[config.mk]
export PLATFORM = sky130hd
export DESIGN_NAME = rptr_cfg_bank
export DESIGN_NICKNAME = d
export VERILOG_FILES = /design/src/rtl/rptr_cfg_pkg.sv /design/src/rtl/rptr_cfg_loader.sv /design/src/rtl/rptr_cfg_port.sv /design/src/rtl/rptr_cfg_global.sv /design/src/rtl/rptr_cfg_bank.sv
export SDC_FILE = /design/constraint.sdc
export NUM_CORES = 1
export LEC_CHECK = 0
export BUFFER_PORTS_ARGS = -buffer_cell sky130_fd_sc_hd__buf_4
export CAP_MARGIN = 20
export CORE_MARGIN = 10
export CORE_UTILIZATION = 51
export DETAILED_ROUTE_END_ITERATION = 7
export HOLD_SLACK_MARGIN = 0.06
export PLACE_DENSITY = 0.83
export REMOVE_ABC_BUFFERS = 1
export SLEW_MARGIN = 20
export SYNTH_ARGS = -nofsm -noshare
export SYNTH_HDL_FRONTEND = slang
export SYNTH_SLANG_ARGS = --single-unit
export TNS_END_PERCENT = 1
[constraint.sdc]
create_clock -name clk -period 2.1 [get_ports clk]
set_input_delay 0.105 -clock clk [delete_from_list [all_inputs] [get_ports clk]]
set_output_delay 0.105 -clock clk [all_outputs]
set_load 0.1 [all_outputs]
[src/rtl/rptr_cfg_pkg.sv]
package rptr_cfg_pkg;

  localparam int ADDR_W = 8;
  localparam int DATA_W = 8;
  localparam int SLOTS  = 8;
  localparam int EVT_W  = 12;
  localparam int EVT_LO = 8;

  localparam logic [5:0] OFF_GPIO = 6'h00;
  localparam logic [5:0] OFF_CFG  = 6'h20;

  localparam logic [7:0] GPIO_RW_MASK = 8'hEF;
  localparam logic [7:0] GCFG_RW_MASK = 8'h7C;
  localparam logic [7:0] ENHI_RW_MASK = 8'hCF;

  localparam logic [7:0] ADDR_STAT_LO = 8'hA3;
  localparam logic [7:0] ADDR_STAT_HI = 8'hA4;
  localparam logic [7:0] ADDR_REV     = 8'hB0;
  localparam logic [7:0] ADDR_GCFG    = 8'hB2;
  localparam logic [7:0] ADDR_EN_LO   = 8'hB3;
  localparam logic [7:0] ADDR_EN_HI   = 8'hB4;

  localparam int SOFT_RST_BIT = 7;
  localparam int DIS_LSB      = 5;

  function automatic logic [5:0] slot_off(input int s);
    case (s)
      0:       return 6'h10;
      1:       return 6'h30;
      2:       return 6'h31;
      3:       return 6'h32;
      4:       return 6'h33;
      5:       return 6'h37;
      6:       return 6'h38;
      default: return 6'h39;
    endcase
  endfunction

  function automatic logic [7:0] slot_mask(input int s);
    case (s)
      0:       return 8'h7F;
      5:       return 8'hFE;
      default: return 8'hFF;
    endcase
  endfunction

  // Built-in defaults assembled from their field values.
  function automatic logic [7:0] slot_dflt(input int port, input int s);
    case (s)
      0:       return {1'b0, 1'b1, 1'b0, 1'b1, 4'h0};
      1:       return {2'd1, 2'd3, 4'd7};
      2:       return {1'b0, 1'b0, 2'd3, 1'b1, 3'd1};
      3:       return {(port == 0) ? 2'd3 : 2'd2, 2'd1, 1'b0, 3'd2};
      4:       return {4'd7, 1'b0, 3'd4};
      5:       return {3'd2, 2'd0, 3'd0};
      6:       return {3'd0, 2'd1, 3'd4};
      default: return {1'b0, 3'd6, 4'd2};
    endcase
  endfunction

endpackage

[src/rtl/rptr_cfg_loader.sv]
module rptr_cfg_loader #(
  parameter int LOAD_CYCLES = 16
) (
  input  logic clk,
  input  logic rst_i,
  output logic load_strobe,
  output logic load_done
);
  localparam int CW = $clog2(LOAD_CYCLES + 1);
  localparam logic [CW-1:0] LAST = CW'(LOAD_CYCLES - 1);

  logic [CW-1:0] cnt;

  always_ff @(posedge clk) begin
    if (rst_i) begin
      cnt       <= '0;
      load_done <= 1'b0;
    end else if (!load_done) begin
      cnt <= cnt + CW'(1);
      if (cnt == LAST) load_done <= 1'b1;
    end
  end

  assign load_strobe = !load_done && (cnt == LAST);

endmodule

[src/rtl/rptr_cfg_port.sv]
module rptr_cfg_port
  import rptr_cfg_pkg::*;
#(
  parameter int PORT_IDX = 0
) (
  input  logic                     clk,
  input  logic                     rst_i,
  input  logic                     load_strobe,
  input  logic                     load_done,
  input  logic                     otp_valid,
  input  logic [SLOTS*DATA_W-1:0]  otp_bytes,
  input  logic                     host_we,
  input  logic [ADDR_W-1:0]        host_addr,
  input  logic [DATA_W-1:0]        host_wdata,
  input  logic                     hw_we,
  input  logic [ADDR_W-1:0]        hw_addr,
  input  logic [DATA_W-1:0]        hw_wdata,
  input  logic                     gpio_lvl,
  input  logic [1:0]               role,
  input  logic                     cdp_stat,
  input  logic [ADDR_W-1:0]        rd_addr,
  output logic [DATA_W-1:0]        rd_data
);
  localparam logic [1:0] SEL = 2'(PORT_IDX);

  logic host_ok, hw_ok;
  logic [DATA_W-1:0] gpio_cfg;
  logic              cfg_spare;
  logic [SLOTS-1:0][DATA_W-1:0] tune;

  assign host_ok = host_we && load_done && (host_addr[7:6] == SEL);
  assign hw_ok   = hw_we && (hw_addr[7:6] == SEL);

  always_ff @(posedge clk) begin
    if (rst_i) begin
      gpio_cfg  <= '0;
      cfg_spare <= 1'b0;
    end else if (host_ok) begin
      if (host_addr[5:0] == OFF_GPIO) gpio_cfg  <= host_wdata & GPIO_RW_MASK;
      if (host_addr[5:0] == OFF_CFG)  cfg_spare <= host_wdata[7];
    end
  end

  // One byte per tuning slot; precedence: reset, load, hardware, host.
  for (genvar s = 0; s < SLOTS; s++) begin : g_slot
    logic [DATA_W-1:0] val;
    logic hw_hit, host_hit;
    assign hw_hit   = hw_ok   && (hw_addr[5:0]   == slot_off(s));
    assign host_hit = host_ok && (host_addr[5:0] == slot_off(s));

    always_ff @(posedge clk) begin
      if (rst_i)
        val <= slot_dflt(PORT_IDX, s);
      else if (load_strobe)
        val <= otp_valid ? (otp_bytes[s*DATA_W +: DATA_W] & slot_mask(s))
                         : slot_dflt(PORT_IDX, s);
      else if (hw_hit)
        val <= hw_wdata & slot_mask(s);
      else if (host_hit)
        val <= host_wdata & slot_mask(s);
    end
    assign tune[s] = val;
  end

  always_comb begin
    rd_data = '0;
    if (rd_addr[7:6] == SEL) begin
      if (rd_addr[5:0] == OFF_GPIO)
        rd_data = gpio_cfg | {3'b000, gpio_lvl, 4'h0};
      else if (rd_addr[5:0] == OFF_CFG)
        rd_data = {cfg_spare, 2'b00, role, 2'b00, cdp_stat};
      for (int s = 0; s < SLOTS; s++)
        if (rd_addr[5:0] == slot_off(s)) rd_data = tune[s];
    end
  end

endmodule

[src/rtl/rptr_cfg_global.sv]
module rptr_cfg_global
  import rptr_cfg_pkg::*;
#(
  parameter int         NPORTS = 2,
  parameter logic [7:0] REV_ID = 8'h03
) (
  input  logic                 clk,
  input  logic                 rst,
  input  logic                 rst_i,
  input  logic                 load_done,
  input  logic                 host_we,
  input  logic [ADDR_W-1:0]    host_addr,
  input  logic [DATA_W-1:0]    host_wdata,
  input  logic [EVT_W-1:0]     irq_evt,
  input  logic [NPORTS-1:0]    port_conn,
  input  logic [NPORTS-1:0]    disc_evt,
  input  logic [ADDR_W-1:0]    rd_addr,
  output logic [DATA_W-1:0]    rd_data,
  output logic                 soft_rst_q,
  output logic [NPORTS-1:0]    rep_dis,
  output logic [NPORTS-1:0]    dis_req,
  output logic [EVT_W-1:0]     irq_stat
);
  logic              wr_ok;
  logic [DATA_W-1:0] gcfg, en_lo, en_hi;
  logic [EVT_W-1:0]  clr;

  assign wr_ok = host_we && load_done;

  // Soft reset is cleared only by the external reset so it lasts one cycle.
  always_ff @(posedge clk) begin
    if (rst) soft_rst_q <= 1'b0;
    else     soft_rst_q <= wr_ok && !soft_rst_q && (host_addr == ADDR_GCFG)
                           && host_wdata[SOFT_RST_BIT];
  end

  always_ff @(posedge clk) begin
    if (rst_i) begin
      gcfg  <= '0;
      en_lo <= '0;
      en_hi <= '0;
    end else if (wr_ok) begin
      if (host_addr == ADDR_GCFG)  gcfg  <= host_wdata & GCFG_RW_MASK;
      if (host_addr == ADDR_EN_LO) en_lo <= host_wdata;
      if (host_addr == ADDR_EN_HI) en_hi <= host_wdata & ENHI_RW_MASK;
    end
  end

  always_comb begin
    clr = '0;
    if (wr_ok && host_addr == ADDR_STAT_LO) clr[EVT_LO-1:0]     = host_wdata;
    if (wr_ok && host_addr == ADDR_STAT_HI) clr[EVT_W-1:EVT_LO] = host_wdata[EVT_W-EVT_LO-1:0];
  end

  // New events win over a same-cycle clear.
  always_ff @(posedge clk) begin
    if (rst_i) irq_stat <= '0;
    else       irq_stat <= (irq_stat & ~clr) | irq_evt;
  end

  for (genvar p = 0; p < NPORTS; p++) begin : g_dis
    assign dis_req[p] = gcfg[DIS_LSB + p];
    always_ff @(posedge clk) begin
      if (rst_i || !dis_req[p])               rep_dis[p] <= 1'b0;
      else if (!port_conn[p] || disc_evt[p])  rep_dis[p] <= 1'b1;
    end
  end

  always_comb begin
    case (rd_addr)
      ADDR_STAT_LO: rd_data = irq_stat[EVT_LO-1:0];
      ADDR_STAT_HI: rd_data = {{(DATA_W-(EVT_W-EVT_LO)){1'b0}}, irq_stat[EVT_W-1:EVT_LO]};
      ADDR_REV:     rd_data = REV_ID;
      ADDR_GCFG:    rd_data = gcfg;
      ADDR_EN_LO:   rd_data = en_lo;
      ADDR_EN_HI:   rd_data = en_hi;
      default:      rd_data = '0;
    endcase
  end

endmodule

[src/rtl/rptr_cfg_bank.sv]
module rptr_cfg_bank
  import rptr_cfg_pkg::*;
#(
  parameter int         NPORTS      = 2,
  parameter int         LOAD_CYCLES = 16,
  parameter logic [7:0] REV_ID      = 8'h03
) (
  input  logic                           clk,
  input  logic                           rst,
  input  logic [ADDR_W-1:0]              bus_addr,
  input  logic [DATA_W-1:0]              bus_wdata,
  input  logic                           bus_we,
  input  logic                           bus_re,
  output logic [DATA_W-1:0]              bus_rdata,
  input  logic                           otp_valid,
  input  logic [NPORTS*SLOTS*DATA_W-1:0] otp_vec,
  input  logic                           hw_we,
  input  logic [ADDR_W-1:0]              hw_addr,
  input  logic [DATA_W-1:0]              hw_wdata,
  input  logic [NPORTS-1:0]              gpio_lvl,
  input  logic [2*NPORTS-1:0]            port_role,
  input  logic [NPORTS-1:0]              cdp_stat,
  input  logic [NPORTS-1:0]              port_conn,
  input  logic [NPORTS-1:0]              disc_evt,
  input  logic [EVT_W-1:0]               irq_evt,
  output logic                           load_done,
  output logic                           soft_rst_pulse,
  output logic [NPORTS-1:0]              rep_dis
);
  localparam int PORT_BITS = SLOTS * DATA_W;

  logic rst_i, load_strobe;
  logic [NPORTS-1:0]             dis_req;
  logic [EVT_W-1:0]              irq_stat;
  logic [DATA_W-1:0]             glb_rd, rd_mux;
  logic [NPORTS-1:0][DATA_W-1:0] port_rd;

  assign rst_i = rst | soft_rst_pulse;

  rptr_cfg_loader #(.LOAD_CYCLES(LOAD_CYCLES)) u_loader (
    .clk         (clk),
    .rst_i       (rst_i),
    .load_strobe (load_strobe),
    .load_done   (load_done)
  );

  for (genvar p = 0; p < NPORTS; p++) begin : g_port
    rptr_cfg_port #(.PORT_IDX(p)) u_port (
      .clk         (clk),
      .rst_i       (rst_i),
      .load_strobe (load_strobe),
      .load_done   (load_done),
      .otp_valid   (otp_valid),
      .otp_bytes   (otp_vec[p*PORT_BITS +: PORT_BITS]),
      .host_we     (bus_we),
      .host_addr   (bus_addr),
      .host_wdata  (bus_wdata),
      .hw_we       (hw_we),
      .hw_addr     (hw_addr),
      .hw_wdata    (hw_wdata),
      .gpio_lvl    (gpio_lvl[p]),
      .role        (port_role[2*p +: 2]),
      .cdp_stat    (cdp_stat[p]),
      .rd_addr     (bus_addr),
      .rd_data     (port_rd[p])
    );
  end

  rptr_cfg_global #(.NPORTS(NPORTS), .REV_ID(REV_ID)) u_global (
    .clk        (clk),
    .rst        (rst),
    .rst_i      (rst_i),
    .load_done  (load_done),
    .host_we    (bus_we),
    .host_addr  (bus_addr),
    .host_wdata (bus_wdata),
    .irq_evt    (irq_evt),
    .port_conn  (port_conn),
    .disc_evt   (disc_evt),
    .rd_addr    (bus_addr),
    .rd_data    (glb_rd),
    .soft_rst_q (soft_rst_pulse),
    .rep_dis    (rep_dis),
    .dis_req    (dis_req),
    .irq_stat   (irq_stat)
  );

  // Decoders return zero when not selected, so a plain OR forms the mux.
  always_comb begin
    rd_mux = glb_rd;
    for (int p = 0; p < NPORTS; p++) rd_mux = rd_mux | port_rd[p];
  end

  always_ff @(posedge clk) begin
    if (rst)         bus_rdata <= '0;
    else if (bus_re) bus_rdata <= rd_mux;
  end

endmodule

==> results <==
- The power density over cell area is 531 nW/µm².
- The first global-routing pass estimated 74200 µm of wire.
- The tool flagged a number of max-cap violations equal to 0.
- The number of synthesis warnings is 0.
- After clock tree synthesis, the clock-pin slew on the worst setup and hold paths is 0.08 ns.
- sky130_fd_sc_hd__dfxtp_1 is the most common cell in the netlist.
- The clock latency on the worst-skew pair is 0.44 ns.
- The CTS tree is built.
- The count of endpoints failing hold in the final timing report is 0.
- The count of buffers added on input and output ports is 197.
- The overall fraction of global-route tracks in use is 33.0%.
- The type of element launching the critical path is a flop.
- The number of top-level pins is 202.
- After synthesis, the share of flip-flops with an asynchronous set or reset is 0%.
- The startpoint identified for the worst register-to-register timing path is u_loader.cnt[1]$_SDFFE_PP0N_.
- The net switching power is 2.31 mW.
- The HPWL after detailed placement is 32100 µm.
- Synthesis produced a netlist whose cell count is 1346.
- In this run, synthesis inferred 0 flip-flops with an integrated enable.
- The number of antenna violations at the first check in global routing is 3.
- The first detailed-routing pass ran for 6 iterations.
- The clock network fraction of total power is 39.6%.
- STA puts the critical path data arrival time at 2.47 ns.
- The core region is 21200 µm².
- The signed area change from the synthesized netlist to the final layout is 40.3%.
- The classification of the worst setup path is reg2reg.
- The netlist uses 73 different library cells.
- In the synthesized netlist, the cells that appear most often are sky130_fd_sc_hd__dfxtp_1, sky130_fd_sc_hd__a21oi_1, sky130_fd_sc_hd__nor2_1.
- The maximum operating frequency is 0.466 GHz.
- The detail route stage leaves a number of antenna-violating nets equal to 0.
- The share of Yosys cell area claimed by the top area cell type is 34.1%.
- At the pin with the least slew margin, the transition time is 0.807 ns.
- The TritonCTS sink count is 188.
- The worst-case setup margin in the final layout is -0.0459 ns.
- The worst flop-to-flop path endpoint is g_port[1].u_port.g_slot[3].val[4]$_SDFFE_PP1P_.
- The checks that failed: negative setup slack.
- TritonCTS created 17 clock buffers.
- In the final routed layout, each cell accounts on average for 26.3 µm.
- The synthesized netlist occupies a cell area of 11000 µm².
- The largest voltage drop on the vdd net is 0.455 mV.
- The effective utilization at floorplan is 52.2%.
- The met1 usage is 41.0%.
- Across all register-to-register paths, the minimum setup slack is -0.05 ns.
- After detailed routing, the number of vias per cell comes to 6.92.
- The portion of the post-synthesis area used by sequential elements is 34.1%.
- The cell chosen for the clock root is sky130_fd_sc_hd__clkbuf_16.
- In this run the most used layer during global routing was met2.
- The final number of max-transition violations was 0.
- The synthesized design contains 188 register bits.
- The worst path uses 102% of the clock period.
- The layout net count is 1857.
- The switching fraction of total power is 28.0%.
- The clock arrives with 0.0112 ns of skew.
- The area enclosed by the die boundary is 27900 µm².
- The post-route setup TNS is -0.234 ns.
- The longest clock path from root to sink contains 2 buffers.
- The DRC marker count from the first detailed-route iteration is 2484.
- For this run the aggregate overflow at the end of global routing stands at 0.
- The largest total area in the synthesized netlist belongs to sky130_fd_sc_hd__dfxtp_1.
- Along the worst hold path, the cell count comes to 3.
- The share of power burned in registers is 44.1%.
- For met2 alone, demand over resource in global routing was 51.3%.
- The start point of the worst hold path is bus_wdata[3].
- Measured along the x axis, the die boundary spans 167 µm.
- The H-tree depth is 4.
- The total power is 8.23 mW.
- The global placer's final weighted congestion is 1.04.
- The run finished, with violations left.
- The endpoint class of the critical path is a flop.
- For hold timing, the worst endpoint is g_port[1].u_port.gpio_cfg[3]$_SDFFE_PP0P_.
- Combinational cells account for 16.3% of the total power.
- The worst max-slew margin expressed relative to the limit is 46.2%.
- The most used flip-flop cell after synthesis is sky130_fd_sc_hd__dfxtp_1.
- The maximum fanout along the worst path is 14.
- For this block, the via count after detailed routing is 13500.
- At the worst endpoint, the required time is 2.42 ns.
- By area the synthesized netlist is led by sky130_fd_sc_hd__dfxtp_1, sky130_fd_sc_hd__a21oi_1, sky130_fd_sc_hd__mux2i_1.
- The final-report setup violation count is 12.
- Hold timing on the final database bottoms out at a slack of 0.117 ns.
- The largest net degree at the start of global routing is 61.
- The pre-CTS setup slack is -0.118 ns.
- Measured in cells, the most critical reg-to-reg path has a length of 9.
- At the end of the flow the core is filled with cells to 73.3%.
- For this run, design rule violations remaining after detail routing come to 0.
- For this block, the routed nets add up to 51400 µm of wire.
- Averaged over all synthesized cells, the footprint is 8.21 µm².
- The min-delay analysis places its worst path in the category in2reg.
- The final critical-path required period is 2.15 ns.
- The leakage power of the design is 6.15 nW.
- The internal power summed over all cells is 5.92 mW.
- For met3 alone, demand over resource in global routing was 9.50%.
- The floorplan step set the die height to 167 µm.
- After floorplanning, the core was divided into 53 placement rows.
- The post-route netlist has 29.4% of its cells at a drive strength greater than 1.
- The number of global-route vias before repair came to 13000.
==> critical path: stages (launching register included) <==
cell and delay [ns]:
sky130_fd_sc_hd__dfxtp_2 0.38, sky130_fd_sc_hd__ha_4 0.14, sky130_fd_sc_hd__and3_4 0.19, sky130_fd_sc_hd__ha_4 0.15, sky130_fd_sc_hd__nor2b_4 0.28, sky130_fd_sc_hd__buf_12 0.19
sky130_fd_sc_hd__nand2_8 0.13, sky130_fd_sc_hd__clkbuf_16 0.26, sky130_fd_sc_hd__o22ai_1 0.20, sky130_fd_sc_hd__o21ai_0 0.10
==> flip-flops by register name, summed over array words and instances (netlist names) <==
name	flops
bus_rdata	8
g_port.u_port.cfg_spare	2
g_port.u_port.g_slot.val	124
g_port.u_port.gpio_cfg	14
u_global.en_hi	6
u_global.en_lo	8
u_global.gcfg	5
u_global.irq_stat	12
u_global.rep_dis	2
u_global.soft_rst_q	1
u_loader.cnt	5
u_loader.load_done	1
==> through the flow <==
step | std cells | area, µm²
5_1_grt | 1956 | 15500
6_report | 1956 | 15500
3_5_place_dp | 1797 | 13300
3_3_place_gp | 1797 | 13300
2_1_floorplan | 1212 | 10500
4_1_cts | 1933 | 15000
==> metal layers <==
layer  vias to the layer above  wire length [µm]
met1                      6156             18300
met5                         -                 0
met2                      1328             22100
li1                       5723                 -
met3                       330              7820
met4                         0              3230
==> placed cells by master (no fill, tap or decap), types with 7 or more instances in the layout <==
| master | instances |
|---|---|
| sky130_fd_sc_hd__nand3_1 | 23 |
| sky130_fd_sc_hd__clkbuf_16 | 23 |
| sky130_fd_sc_hd__or3_1 | 7 |
| sky130_fd_sc_hd__nor2b_1 | 10 |
| sky130_fd_sc_hd__a221oi_1 | 8 |
| sky130_fd_sc_hd__a31oi_1 | 32 |
| sky130_fd_sc_hd__nor2_1 | 138 |
| sky130_fd_sc_hd__nor3_4 | 8 |
| sky130_fd_sc_hd__o21ai_0 | 80 |
| sky130_fd_sc_hd__a21oi_1 | 184 |
| sky130_fd_sc_hd__a22oi_1 | 24 |
| sky130_fd_sc_hd__a211oi_2 | 8 |
| sky130_fd_sc_hd__dfxtp_1 | 186 |
| sky130_fd_sc_hd__mux2i_1 | 79 |
| sky130_fd_sc_hd__inv_1 | 11 |
| sky130_fd_sc_hd__dlygate4sd3_1 | 102 |
| sky130_fd_sc_hd__o22ai_1 | 65 |
| sky130_fd_sc_hd__mux2_2 | 55 |
| sky130_fd_sc_hd__nor3_1 | 11 |
| sky130_fd_sc_hd__a32oi_1 | 15 |
| sky130_fd_sc_hd__a211oi_1 | 42 |
| sky130_fd_sc_hd__nand2_1 | 73 |
| sky130_fd_sc_hd__nand2b_1 | 7 |
| sky130_fd_sc_hd__buf_4 | 299 |
| sky130_fd_sc_hd__o211ai_1 | 14 |
| sky130_fd_sc_hd__buf_12 | 16 |
==> timing repair <==
item / 4_1_cts / 5_1_grt
gates cloned: 1 / 8
buffers inserted: 1 / 12
setup endpoints to repair: 73 / 122
hold buffers: 102 / 0
hold endpoints to repair: 100 / 0
pin swaps: 0 / 3
resized for setup: 18 / 49
==> area by class of cell <==
class | count | area (µm²)
Antenna cell | 3 | 7.51
Clock buffer | 21 | 460
Clock inverter | 11 | 109
Fill cell | 1413 | 5650
Inverter | 11 | 41.3
Multi-Input combinational cell | 1013 | 6920
Sequential cell | 188 | 3770
Tap cell | 275 | 344
Timing Repair Buffer | 434 | 3850
==> cell families (layout without fill, tap and decap cells) <==
family / after synthesis / after routing / synth area share (%)
AO/OA/AOI/OAI: 531 / 531 / 30.0
XOR/XNOR: 3 / 3 / 0.238
adder cells (fa/ha/maj): 2 / 2 / 0.227
buffers and inverters: 145 / 477 / 5.74
flip-flops: 188 / 188 / 34.1
multiplexers: 143 / 143 / 14.2
other: 0 / 3 / 0
AND/OR/NAND/NOR: 334 / 334 / 15.5
==> power by group through the flow <==
stage | registers (mW) | clock network [mW] | logic [mW]
2_1_floorplan | 3.76 | 0 | 0.356
3_3_place_gp | 3.70 | 0 | 1.08
3_5_place_dp | 3.71 | 0 | 1.10
4_1_cts | 3.62 | 3.22 | 1.26
5_1_grt | 3.63 | 3.37 | 1.38
6_report | 3.63 | 3.26 | 1.34
==> how the worst max path moves through the flow <==
stage	from	slack (ns)	to	cells after the start
2_1_floorplan	u_loader.load_done$_SDFF_PP0_	-4.47	g_port[0].u_port.g_slot[0].val[4]$_SDFFE_PP1P_	4
3_3_place_gp	u_loader.cnt[0]$_SDFFE_PP0N_	-0.03	g_port[0].u_port.g_slot[7].val[0]$_SDFFE_PP0P_	9
3_5_place_dp	u_loader.cnt[0]$_SDFFE_PP0N_	-0.12	g_port[0].u_port.g_slot[7].val[4]$_SDFFE_PP0P_	9
4_1_cts	u_loader.cnt[1]$_SDFFE_PP0N_	-0.02	g_port[1].u_port.g_slot[3].val[2]$_SDFFE_PP0P_	10
5_1_grt	u_loader.cnt[1]$_SDFFE_PP0N_	-0.1	g_port[0].u_port.g_slot[4].val[2]$_SDFFE_PP1P_	9
6_report	u_loader.cnt[1]$_SDFFE_PP0N_	-0.05	g_port[1].u_port.g_slot[3].val[4]$_SDFFE_PP1P_	9
Note: power is estimated with default switching activity, not from simulation.
